`src/rtl/dql_pkg.sv`:
```
package dql_pkg;
    typedef enum logic [2:0] {
        LS_PASS     = 3'd0,
        LS_FAIL     = 3'd1,
        LS_SHIFTED  = 3'd2,
        LS_PRIMARY  = 3'd3,
        LS_EXTENDED = 3'd4
    } lane_state_e;
endpackage

```
`src/rtl/dql_word_decode.sv`:
```
module dql_word_decode #(
    parameter int WORD_W   = 32,
    parameter int FLAG_POS = 25,
    parameter int RX_VW    = 5,
    parameter int TX_VW    = 6,
    parameter int TAP_W    = 6
) (
    input  logic [WORD_W-1:0] word,
    input  logic              mode_tx,
    output logic              flag_ok,
    output logic              no_window,
    output logic [TAP_W-1:0]  tap
);
    localparam logic [RX_VW-1:0] RX_FULL = {RX_VW{1'b1}};

    logic [RX_VW-1:0] rx_val;
    logic [TX_VW-1:0] tx_val;
    logic [TAP_W-1:0] rx_ext;
    logic [TAP_W-1:0] tx_ext;
    logic             unused_word;

    assign rx_val      = word[RX_VW-1:0];
    assign tx_val      = word[TX_VW-1:0];
    assign rx_ext      = TAP_W'(rx_val);
    assign tx_ext      = TAP_W'(tx_val);
    assign flag_ok     = word[FLAG_POS];
    assign unused_word = ^word;

    always_comb begin
        if (mode_tx) begin
            no_window = (tx_val == '0);
            tap       = (tx_val == '0) ? '0 : tx_ext - TAP_W'(1);
        end else begin
            no_window = (rx_val == RX_FULL);
            tap       = rx_ext + TAP_W'(1);
        end
    end
endmodule

```
`src/rtl/dql_minmax.sv`:
```
module dql_minmax #(
    parameter int TAP_W = 6
) (
    input  logic             mode_tx,
    input  logic [TAP_W-1:0] cur_min,
    input  logic [TAP_W-1:0] cur_max,
    input  logic [TAP_W-1:0] tap,
    output logic [TAP_W-1:0] nxt_min,
    output logic [TAP_W-1:0] nxt_max,
    output logic [TAP_W-1:0] nxt_shift
);
    always_comb begin
        nxt_max   = (tap > cur_max) ? tap : cur_max;
        nxt_min   = (tap < cur_min) ? tap : cur_min;
        nxt_shift = mode_tx ? nxt_min : nxt_max;
    end
endmodule

```
`src/rtl/dql_ctrl.sv`:
```
module dql_ctrl
    import dql_pkg::*;
#(
    parameter int NBITS = 8,
    parameter int RX_VW = 5,
    parameter int TX_VW = 6,
    parameter int TAP_W = 6
) (
    input  logic             clk,
    input  logic             rst,
    input  logic             start,
    input  logic             mode_tx,
    input  logic             res_valid,
    input  logic             flag_ok,
    input  logic             no_window,
    input  logic [TAP_W-1:0] nxt_min,
    input  logic [TAP_W-1:0] nxt_max,
    input  logic [TAP_W-1:0] nxt_shift,
    output logic             cur_mode,
    output logic [TAP_W-1:0] run_min,
    output logic [TAP_W-1:0] run_max,
    output logic             res_ready,
    output lane_state_e      lane_state,
    output logic             lane_lock,
    output logic [TAP_W-1:0] shift_val,
    output logic             done
);
    localparam int CNT_W = (NBITS > 1) ? $clog2(NBITS) : 1;
    localparam logic [TAP_W-1:0] RX_INIT = TAP_W'((1 << RX_VW) - 1);
    localparam logic [TAP_W-1:0] TX_INIT = TAP_W'((1 << TX_VW) - 1);
    localparam logic [TAP_W-1:0] RX_CAP  = RX_INIT + TAP_W'(1);
    localparam logic [CNT_W-1:0] LAST_IX = CNT_W'(NBITS - 1);
    localparam logic [CNT_W:0]   ALL_OK  = (CNT_W+1)'(NBITS);

    typedef struct packed {
        logic             busy;
        logic [CNT_W-1:0] idx;
        lane_state_e      st;
        logic             lock;
        logic [TAP_W-1:0] mn;
        logic [TAP_W-1:0] mx;
        logic [TAP_W-1:0] sh;
        logic [CNT_W:0]   npass;
        logic             mode;
        logic             done;
    } ctrl_t;

    ctrl_t q, d;
    logic  abort_w;
    logic  good_w;

    always_comb begin
        d       = q;
        d.done  = 1'b0;
        abort_w = 1'b0;
        good_w  = 1'b0;
        if (!q.busy) begin
            if (start) begin
                d.mode  = mode_tx;
                d.mn    = mode_tx ? TX_INIT : RX_INIT;
                d.mx    = '0;
                d.sh    = '0;
                d.npass = '0;
                d.idx   = '0;
                if (q.st == LS_FAIL) d.done = 1'b1;
                else                 d.busy = 1'b1;
            end
        end else if (res_valid) begin
            case (q.st)
                LS_PRIMARY: begin
                    if (!flag_ok) begin
                        d.st = LS_FAIL;     d.lock = 1'b0; abort_w = 1'b1;
                    end else if (no_window) begin
                        d.st = LS_EXTENDED; d.lock = 1'b0; abort_w = 1'b1;
                    end else begin
                        good_w = 1'b1;
                    end
                end
                LS_EXTENDED: begin
                    if (!flag_ok || no_window) begin
                        d.st = LS_SHIFTED;  d.lock = 1'b0; abort_w = 1'b1;
                    end else begin
                        d.lock = 1'b1;      good_w = 1'b1;
                    end
                end
                LS_SHIFTED: begin
                    if (!flag_ok) begin
                        d.st = LS_FAIL;     abort_w = 1'b1;
                    end else begin
                        d.npass = q.npass + 1'b1;
                        good_w  = 1'b1;
                    end
                end
                default: abort_w = 1'b1;
            endcase
            if (good_w) begin
                d.mn = nxt_min;
                d.mx = nxt_max;
                d.sh = nxt_shift;
            end
            if (abort_w || (q.idx == LAST_IX)) begin
                d.busy = 1'b0;
                d.done = 1'b1;
                if (!abort_w && (q.st == LS_SHIFTED))
                    d.lock = (d.npass == ALL_OK);
            end else begin
                d.idx = q.idx + 1'b1;
            end
        end
    end

    always_ff @(posedge clk) begin
        if (rst) begin
            q      <= '0;
            q.st   <= LS_PRIMARY;
            q.lock <= 1'b1;
            q.mn   <= TX_INIT;
        end else begin
            q <= d;
        end
    end

    assign cur_mode   = q.mode;
    assign run_min    = q.mn;
    assign run_max    = q.mx;
    assign res_ready  = q.busy;
    assign lane_state = q.st;
    assign lane_lock  = q.lock;
    assign shift_val  = q.sh;
    assign done       = q.done;

    AST_DONE_NOT_READY: assert property (@(posedge clk) disable iff (rst)
        done |-> !res_ready);
    AST_FAIL_STICKY: assert property (@(posedge clk) disable iff (rst)
        (q.st == LS_FAIL) |=> (q.st == LS_FAIL));
    AST_LEGAL_STEP: assert property (@(posedge clk) disable iff (rst)
        (q.st != $past(q.st)) |->
            (($past(q.st) == LS_PRIMARY && (q.st == LS_EXTENDED || q.st == LS_FAIL)) ||
             ($past(q.st) == LS_EXTENDED && q.st == LS_SHIFTED) ||
             ($past(q.st) == LS_SHIFTED && q.st == LS_FAIL)));
    AST_EXT_ENTRY_UNLOCK: assert property (@(posedge clk) disable iff (rst)
        (q.st == LS_EXTENDED && $past(q.st) == LS_PRIMARY) |-> !q.lock);
    AST_SHIFT_HOLDS_IDLE: assert property (@(posedge clk) disable iff (rst)
        (!$past(q.busy && res_valid) && !$past(start)) |-> $stable(q.sh));
    AST_RX_TAP_CAP: assert property (@(posedge clk) disable iff (rst)
        !q.mode |-> (q.sh <= RX_CAP));
endmodule

```
`src/rtl/dql_lane_classifier.sv`:
```
module dql_lane_classifier
    import dql_pkg::*;
#(
    parameter int NBITS    = 8,
    parameter int WORD_W   = 32,
    parameter int FLAG_POS = 25,
    parameter int RX_VW    = 5,
    parameter int TX_VW    = 6,
    localparam int TAP_W   = (TX_VW > RX_VW + 1) ? TX_VW : RX_VW + 1
) (
    input  logic              clk,
    input  logic              rst,
    input  logic              start,
    input  logic              mode_tx,
    input  logic              res_valid,
    input  logic [WORD_W-1:0] res_word,
    output logic              res_ready,
    output logic [2:0]        lane_state,
    output logic              lane_lock,
    output logic [TAP_W-1:0]  shift_val,
    output logic              done
);
    logic             cur_mode;
    logic             flag_ok;
    logic             no_window;
    logic [TAP_W-1:0] tap;
    logic [TAP_W-1:0] run_min, run_max;
    logic [TAP_W-1:0] nxt_min, nxt_max, nxt_shift;
    lane_state_e      st;

    dql_word_decode #(
        .WORD_W(WORD_W), .FLAG_POS(FLAG_POS),
        .RX_VW(RX_VW), .TX_VW(TX_VW), .TAP_W(TAP_W)
    ) u_decode (
        .word(res_word), .mode_tx(cur_mode),
        .flag_ok(flag_ok), .no_window(no_window), .tap(tap)
    );

    dql_minmax #(.TAP_W(TAP_W)) u_minmax (
        .mode_tx(cur_mode), .cur_min(run_min), .cur_max(run_max), .tap(tap),
        .nxt_min(nxt_min), .nxt_max(nxt_max), .nxt_shift(nxt_shift)
    );

    dql_ctrl #(
        .NBITS(NBITS), .RX_VW(RX_VW), .TX_VW(TX_VW), .TAP_W(TAP_W)
    ) u_ctrl (
        .clk(clk), .rst(rst), .start(start), .mode_tx(mode_tx),
        .res_valid(res_valid), .flag_ok(flag_ok), .no_window(no_window),
        .nxt_min(nxt_min), .nxt_max(nxt_max), .nxt_shift(nxt_shift),
        .cur_mode(cur_mode), .run_min(run_min), .run_max(run_max),
        .res_ready(res_ready), .lane_state(st), .lane_lock(lane_lock),
        .shift_val(shift_val), .done(done)
    );

    assign lane_state = st;
endmodule

```
`config.mk`:
```
export PLATFORM = sky130hd
export DESIGN_NAME = dql_lane_classifier
export DESIGN_NICKNAME = d
export VERILOG_FILES = /design/src/rtl/dql_pkg.sv /design/src/rtl/dql_word_decode.sv /design/src/rtl/dql_minmax.sv /design/src/rtl/dql_ctrl.sv /design/src/rtl/dql_lane_classifier.sv
export SDC_FILE = /design/constraint.sdc
export NUM_CORES = 1
export LEC_CHECK = 0
export BUFFER_PORTS_ARGS = -buffer_cell sky130_fd_sc_hd__buf_2
export CAP_MARGIN = 25
export CORE_UTILIZATION = 45
export DETAILED_ROUTE_END_ITERATION = 16
export MAX_ROUTING_LAYER = met4
export PLACE_DENSITY = 0.71
export REMOVE_ABC_BUFFERS = 1
export SYNTH_ARGS = -nofsm -noshare
export SYNTH_HDL_FRONTEND = slang
export SYNTH_SLANG_ARGS = --single-unit
```
`constraint.sdc`:
```
create_clock -name clk -period 4.7 [get_ports clk]
set_clock_uncertainty 0.2 [all_clocks]
set_input_delay 1.41 -clock clk [delete_from_list [all_inputs] [get_ports clk]]
set_output_delay 1.41 -clock clk [all_outputs]
set_load 0.02 [all_outputs]
```
-- Yosys cells after proc, flatten, opt, wreduce, memory -nomap -nowiden
Index checks and enable logic that the tools add are counted.
- bits of input ports: 37
- bits in registers: 32
- logic and storage cells: 90
- output and inout bits: 12
- equal/unequal tests: 13
- magnitude comparators: 2
- multiplexer cells: 46
- reduce and logical (&&, ||, !) cells: 14
- bitwise operators: 1
- add/sub/neg operators: 4
- operator list (kind ; number):
    2-to-1 mux 6 bit ; 6
    2-to-1 mux 4 bit ; 8
    2-to-1 mux 30 bit ; 1
    2-to-1 mux 24 bit ; 1
    2-to-1 mux 22 bit ; 1
    2-to-1 mux 1 bit ; 21
    2-to-1 mux 18 bit ; 1
    2-to-1 mux 3 bit ; 3
    one-hot mux 3 bit (3 select lines) ; 1
    inequality test 2 bit (second input constant) ; 4
    adder 5 x 1 -> 6 bit (second input constant) ; 1
    equality test 3 x 2 -> 1 bit (second input constant) ; 2
    equality test 3 bit (second input constant) ; 2
    greater-than comparator 6 bit ; 1
    logical NOT 6 bit ; 1
    < comparator 6 bit ; 1
    one-hot mux 1 bit (3 select lines) ; 2
    AND reduction 2 bit ; 3
    AND reduction 3 bit ; 2
    AND reduction 6 bit ; 1
    subtractor 6 x 1 -> 6 bit (second input constant) ; 1
    equality test 5 bit (second input constant) ; 1
    adder 4 x 1 -> 4 bit (second input constant) ; 1
    equality test 4 bit (second input constant) ; 1
    11 further kinds ; 13

-- Longest topological paths before layout
Gate-level depths: netlist (run 1).
- depth after elaboration: 13
- mapped depth: 14
- mapped depth without buffers: 13

-- Cells and area by module
Synthesis (run 1) repeated with hierarchy kept, for this count alone.
- cells, all modules: 300
- area, all modules: 2590.0 µm²
- by module, submodules not included (module ; cells an instance ; area an instance (µm²) ; times used):
    dql_ctrl ; 168 ; 1579.0 ; 1
    dql_minmax ; 90 ; 713.2 ; 1
    dql_word_decode ; 42 ; 297.8 ; 1

-- Worst setup path before layout (run 1)
Ideal clock, no wire load.
- path kind: input port to flip-flop
- from: input port res_word[0]
- to: register u_ctrl.q (netlist bit u_ctrl.shift_val[3])
- cell stages on the path: 12
- arrival: 4219 ps
- data required time: 4383 ps
- library setup time: 117 ps
- path slack: 165 ps
- path through: inv_1 ha_1 or4b_4 o21ai_0 o2bb2ai_1 ha_1 a21oi_1 nand2_1 a221o_1 or3_1 a31o_2 a22o_1
- word-level cells in the longest chain between the ends: 9
- elaborated cells on any way between the ends: 24
- those cells by class: add/sub (2); order compare (2); eq/ne (2); mux (15); reduce/logical (3)
- RTL lines (item ; RTL line ; RTL):
    start, declared ; dql_lane_classifier.sv:16 ; input logic [WORD_W-1:0] res_word,
    subtractor 6 x 1 -> 6 bit (tied with other cells) ; dql_word_decode.sv:32 ; tap = (tx_val == '0) ? '0 : tx_ext - TAP_W'(1);
    2-to-1 mux 6 bit / 2-to-1 mux 1 bit (equally long branches) ; dql_word_decode.sv:32, dql_word_decode.sv:30 ;
    2-to-1 mux 6 bit (tied with other cells) ; dql_word_decode.sv:30 ; if (mode_tx) begin
    greater-than comparator 6 bit (tied with other cells) ; dql_minmax.sv:13 ; nxt_max = (tap > cur_max) ? tap : cur_max;
    2-to-1 mux 6 bit (tied with other cells) ; dql_minmax.sv:13 ;
    2-to-1 mux 6 bit / 2-to-1 mux 1 bit (equally long branches) ; dql_minmax.sv:15, dql_ctrl.sv:68 ;
    2-to-1 mux 18 bit / 2-to-1 mux 1 bit (equally long branches) ; dql_ctrl.sv:96, dql_ctrl.sv:57 ;
    2-to-1 mux 30 bit / inequality test 2 bit (equally long branches) ; -- ;
    2-to-1 mux 22 bit / AND reduction 3 bit (equally long branches) ; -- ;
    end, declared ; dql_ctrl.sv:48 ; ctrl_t q, d;
Parallel ways exist; a longest one is shown, timed or not. The select of a mux whose other input is x is not followed.
A chain may end at the register's enable or synchronous reset.

-- Worst setup path in the final report (run 1)
Ends and elaborated chain as after synthesis.

==> run metrics, run 1 <==
vias after detailed routing=2110; outcome=finished clean; final hold violation count=0; worst path required time=4680 ps; Sequential Power Share=43.2%; total setup buffers inserted after CTS=0; Worst-path clk slew=70 ps; Worst Hold Margin=248 ps; final wirelength=5230 um; R2R depth=9; drt pass-1 iters=4; commonest non-fill, non-tap cell in the layout=nand2_1; remaining antenna violation count after routing=0; switching share of total power=29.6%; io pins=49; Mapped Area=0.00227 mm^2; asr flop ratio synth=0%; fraction of layout cells with a size suffix above 1=19.8%; pin count of the biggest net entering global routing=29; CTS sink count=32; Worst slew margin=62.8%; CP Capture Type=flip-flop; CP Class=primary input to flip-flop; DR WL/cell=13.9 um; CTS tree=built; Worst Path Arrival=4380 ps; vias per inst=5.63; DR DRC count=0; Mapped Cells=278; Clk pwr share=33.0%; area of the multi-input gates=0.00146 mm^2; worst hold path type=flip-flop to flip-flop; min cycle time layout=4400 ps; vias in the first global route=1930; sequential cell area=641 um^2; combinational fraction of design power=23.8%; Synth Flop Type=dfxtp_1; reg2reg start=u_ctrl.cur_mode; r2r endpoint=u_ctrl.shift_val[3]; TNS Setup=0 ps; CP Launch Type=primary input; Final Setup Violations=0; Chip Height=73.0 um; Int Power=0.467 mW; Syn Area/Cell=8.15 um^2; # rows=25; CP startpoint=res_word[0]; clk root buf=clkbuf_8; n_diodes=0; worst-margin pin slew=553 ps; Synth-to-Final Area Change=14.2%; RePlAce Congestion=0.835; area post-placement=0.00250 mm^2; Max VDD drop=166 uV; final net count=362; Achievable Freq=227 MHz; Initial Util=47.3%; register area share after synthesis=28.3%; Post-synth EDFFs=0; initial antenna violation count=0; crit share post-route=93.7%; post-synthesis cell type count=55; total gr overflow=0; # fillers=469; core area=0.00479 mm^2; Port-buffer cells=23; Max Cap Violations=0; Die W=73.0 um; hold_buf cts=0; die area=0.00532 mm^2; estimated wirelength of the detail-placed design=3950 um; Final Max Tran Viols=0; initial drt markers=137; quantity of gates resized following cts=0; H-tree lvl count=2; R2R setup slack=1260 ps; P per Cell Area=256 mW/mm^2; RSZ-0062 raised after global routing=no; hold path start=u_ctrl.shift_val[2]; NetSw=0.197 mW; most frequent cells in the layout=33 x nand2_1, 32 x dfxtp_1, 23 x buf_2; global-route wire length before repair=8820 um; Yosys warning count=0; Finished Cell Area=0.00259 mm^2; CTS max path bufs=2; Static Leak=1.06 nW; FF+latch count, synth=32; CP Max Fanout=4; Worst Setup EP=u_ctrl.shift_val[3]; total CTS buffers=5; GRT Resource Usage Total=22.3%; clk_lat worst skew=280 ps
[how the worst min path moves through the flow]
stage / slack (ps) / endpoint / depth (start not counted)
finish: 250 / u_ctrl.shift_val[2] / 2
global route: 300 / u_ctrl.shift_val[2] / 2
CTS: 260 / u_ctrl.shift_val[2] / 2
detailed placement: 240 / u_ctrl.shift_val[2] / 2
global placement: 230 / u_ctrl.shift_val[2] / 2
floorplan: 240 / u_ctrl.run_min[3] / 2
[power groups by stage]
stage | Clock (mW) | Combinational, mW | Sequential [mW]
final | 0.219 | 0.158 | 0.287
after CTS | 0.225 | 0.158 | 0.286
after global placement | 0 | 0.155 | 0.292
after global routing | 0.238 | 0.174 | 0.287
after floorplan | 0 | 0.0933 | 0.295
after detailed placement | 0 | 0.157 | 0.292
[per-layer routing]
layer  routed length (um)  track usage (%)  up-vias  part of all wire [%]
li1                     -                -     1077                     -
met2                 2340             33.9       53                    45
met4                  155             10.5        0                   3.0
met3                  217             3.87       14                   4.2
met1                 2510             28.8      966                    48
met5                    0                -        -                     0
[worst max-delay path, cell delays in order]
cell and delay, ps:
buf_2 110, inv_1 70, ha_1 160, or4b_4 480
nor2_1 200, o22ai_1 240, ha_1 350, and4_1 190
a221o_1 380, or3_1 360, a31o_2 250, a22o_1 190
[stage by stage]
step | utilization [%] | power, mW | std cells | setup WS [ps]
floorplan | - | 0.388 | 258 | 165
global placement | 52.2 | 0.447 | 367 | 40.4
detailed placement | 52.2 | 0.449 | 367 | -5.10
CTS | 54.1 | 0.669 | 375 | 300
global route | 54.1 | 0.700 | 375 | 152
finish | 54.1 | 0.664 | 375 | 296
[flip-flops by register name, indices dropped and copies added, names as in the netlist]
register           flops
u_ctrl.q               7
u_ctrl.run_max         6
u_ctrl.run_min         6
u_ctrl.shift_val       6
u_ctrl.lane_state      3
u_ctrl.cur_mode        1
u_ctrl.done            1
u_ctrl.lane_lock       1
u_ctrl.res_ready       1
[logic make-up after synthesis]
group,count (synthesis),synth area share [%]
buffers and inverters,36,7.45
adder cells (fa/ha/maj),18,9.94
multiplexers,13,6.02
flip-flops,32,28.3
XOR/XNOR,4,1.55
AO/OA/AOI/OAI,73,23.0
AND/OR/NAND/NOR,102,23.8
[Yosys cell counts (2+ instances only)]
| cell | instances | area share (%) |
|---|---|---|
| nor3b_1 | 2 | 0.66 |
| buf_4 | 9 | 3.0 |
| nor4_1 | 2 | 0.55 |
| o21a_1 | 2 | 0.66 |
| or3_1 | 4 | 1.1 |
| inv_1 | 16 | 2.7 |
| nand2b_1 | 7 | 1.9 |
| nor2_1 | 15 | 2.5 |
| a211oi_1 | 3 | 0.99 |
| o22ai_1 | 3 | 0.83 |
| a21o_1 | 2 | 0.66 |
| mux2_2 | 5 | 2.5 |
| xor2_1 | 2 | 0.77 |
| o31a_1 | 2 | 0.77 |
| xnor2_1 | 2 | 0.77 |
| a311oi_1 | 3 | 1.2 |
| a221oi_1 | 2 | 0.77 |
| clkbuf_1 | 10 | 1.7 |
| o31ai_1 | 5 | 1.7 |
| a21oi_1 | 18 | 4.0 |
| a21oi_2 | 2 | 0.77 |
| nor3_1 | 7 | 1.5 |
| o21ai_0 | 9 | 2.0 |
| o211ai_1 | 7 | 2.3 |
| nand2_1 | 33 | 5.5 |
| nand4_1 | 5 | 1.4 |
| and3_1 | 2 | 0.55 |
| ha_1 | 18 | 9.9 |
| nand3_1 | 12 | 2.7 |
| mux2i_1 | 8 | 3.5 |
| nor2b_1 | 2 | 0.55 |
| a31oi_1 | 2 | 0.55 |
| nand4b_1 | 3 | 1.2 |
| dfxtp_1 | 32 | 28 |
| and2_1 | 2 | 0.55 |
[area by class of cell]
type | count | share of cell area [%]
tap | 67 | 3.24
inverter | 16 | 2.32
timing repair buffer | 42 | 9.96
sequential | 32 | 24.7
clock buffer | 8 | 3.48
multi-input combinational | 210 | 56.3
Note: power is estimated with default switching activity, not from simulation.
==> inputs of run 2 (changes only) <==
--- a/config.mk
+++ b/config.mk
@@ -9,6 +9,7 @@
 export CAP_MARGIN = 25
 export CORE_UTILIZATION = 45
 export DETAILED_ROUTE_END_ITERATION = 16
+export GPL_TIMING_DRIVEN = 0
 export MAX_ROUTING_LAYER = met4
 export PLACE_DENSITY = 0.71
 export REMOVE_ABC_BUFFERS = 1
==> run metrics, run 2 (synthesis gave the netlist of run 1 again) <==
GRT Resource Usage Total=21.7%; CP Class=primary input to flip-flop; min cycle time layout=4560 ps; worst hold path type=flip-flop to flip-flop; R2R setup slack=1180 ps; global-route wire length before repair=8470 um; Max stage delay on crit path=510 ps; n_diodes=0; final wirelength=5050 um; vias after detailed routing=2035; Worst Hold Depth=2; Final Setup Violations=0; Max Cap Violations=0; most frequent cells in the layout=33 x nand2_1, 32 x dfxtp_1, 24 x buf_2; Worst slew margin=58.1%; final core utilization=52.7%; CTS sink count=32; CTS max path bufs=2; drt pass-1 iters=4; clk_lat worst skew=290 ps; CP max stage cell=or4b_4; Sequential Power Share=41.3%; Int Power=0.493 mW; remaining antenna violation count after routing=0; Initial Util=47.3%; clk root buf=clkbuf_8; Finished Cell Area=0.00252 mm^2; Static Leak=1.01 nW; total gr overflow=0; initial drt markers=86; NetSw=0.202 mW; placed cells=349; pin count of the biggest net entering global routing=29; Worst Hold Margin=249 ps; total power=0.695 mW; crit share post-route=97.0%; estimated wirelength of the detail-placed design=3620 um; fraction of layout cells with a size suffix above 1=18.1%; RSZ-0062 raised after global routing=no; switching share of total power=29.1%; CP Max Fanout=8; Worst Path Arrival=4540 ps; commonest non-fill, non-tap cell in the layout=nand2_1; non-filler instance count after layout=360; TNS Setup=0 ps; DR WL/cell=14.0 um; io pins=49; initial antenna violation count=0; CTS tree=built; Buf/Inv on CP=2; Worst-path clk slew=70 ps; outcome=finished clean; P per Cell Area=276 mW/mm^2; Port-buffer cells=23; CP Capture Type=flip-flop; Clk pwr share=37.8%; RePlAce Congestion=0.875; area post-placement=0.00236 mm^2; Chip Height=73.0 um; largest reg by FF count=u_ctrl.q; R2R depth=9; CP Cell Sequence=buf_2 -> inv_1 -> ha_1 -> or4b_4 -> o21ai_1 -> o2bb2ai_2 -> ha_1 -> a21oi_1 -> nand2_1 -> a221o_2 -> or3_1 -> a31o_2 -> a22o_1; Max VDD drop=191 uV; r2r endpoint=u_ctrl.shift_val[3]; Setup WS pre-CTS=-418 ps; Final Max Tran Viols=0; core area=0.00479 mm^2; Die W=73.0 um; Achievable Freq=219 MHz; CP Launch Type=primary input; H-tree lvl count=2; worst path required time=4680 ps; die area=0.00532 mm^2; critical path's most frequent cell=ha_1; hold path start=u_ctrl.shift_val[2]; total CTS buffers=5; min setup slack post-route=140 ps; final net count=347; Largest register FFs=7; vias per inst=5.65; vias in the first global route=1800; worst-margin pin slew=620 ps; DR DRC count=0; # rows=25; final hold violation count=0; reg2reg start=u_ctrl.cur_mode; hold endpoint=u_ctrl.shift_val[2]; Synth-to-Final Area Change=11.2%; combinational fraction of design power=20.9%; crit-path leading delay family=compound AO/OA/AOI/OAI gates
## run 2: changes by cell type in the layout (fill, tap and decap cells not counted), sizes merged
cell and delta:
bufinv +1, clkinv +1, clkbuf -2, buf -15
## run 2: power groups by stage
stage,Combinational (mW),Clock [mW],Sequential (mW)
floorplan,0.0933,0,0.295
global placement,0.136,0,0.292
detailed placement,0.138,0,0.292
CTS,0.141,0.269,0.286
global route,0.161,0.284,0.288
finish,0.145,0.263,0.287
## run 2: worst max path at each step
stage | startpoint | end | slack, ps | cells past startpoint
after floorplan | res_word[0] | u_ctrl.shift_val[3] | 160 | 12
after global placement | res_word[0] | u_ctrl.run_min[3] | -420 | 12
after detailed placement | res_word[0] | u_ctrl.run_min[4] | -420 | 12
after CTS | res_word[0] | u_ctrl.shift_val[3] | 5 | 12
after global routing | res_word[0] | u_ctrl.shift_val[3] | 40 | 13
final | res_word[0] | u_ctrl.shift_val[3] | 140 | 13
## run 2: cell type report
cell class | count | area, um^2
Sequential cell | 32 | 641
Clock inverter | 2 | 35.0
Tap cell | 67 | 83.8
Clock buffer | 6 | 72.6
Inverter | 16 | 60.1
Multi-Input combinational cell | 210 | 1490
Timing Repair Buffer | 27 | 143
Fill cell | 451 | 2270
## run 2: routing by layer
| metal | global-route usage, % | wire (um) |
|---|---|---|
| met5 | - | 0 |
| met4 | 7.84 | 89 |
| met3 | 5.11 | 222 |
| met2 | 32.7 | 2330 |
| met1 | 28.3 | 2400 |
## run 2: repair_timing
| item | CTS | global route |
|---|---|---|
| hold buffers | 0 | 0 |
| gates resized for setup | 2 | 6 |
| endpoints found under the setup margin | 8 | 17 |
| setup buffers | 0 | 3 |
| pin swaps | 1 | 1 |
## run 2: worst register-to-register path, cell delays in order (launching register included)
cell,delay (ps)
dfxtp_1,650
nor4b_1,370
o31a_1,210
o31a_1,270
ha_1,300
and4_1,230
a221o_2,410
or3_1,360
a31o_2,260
a22o_1,190
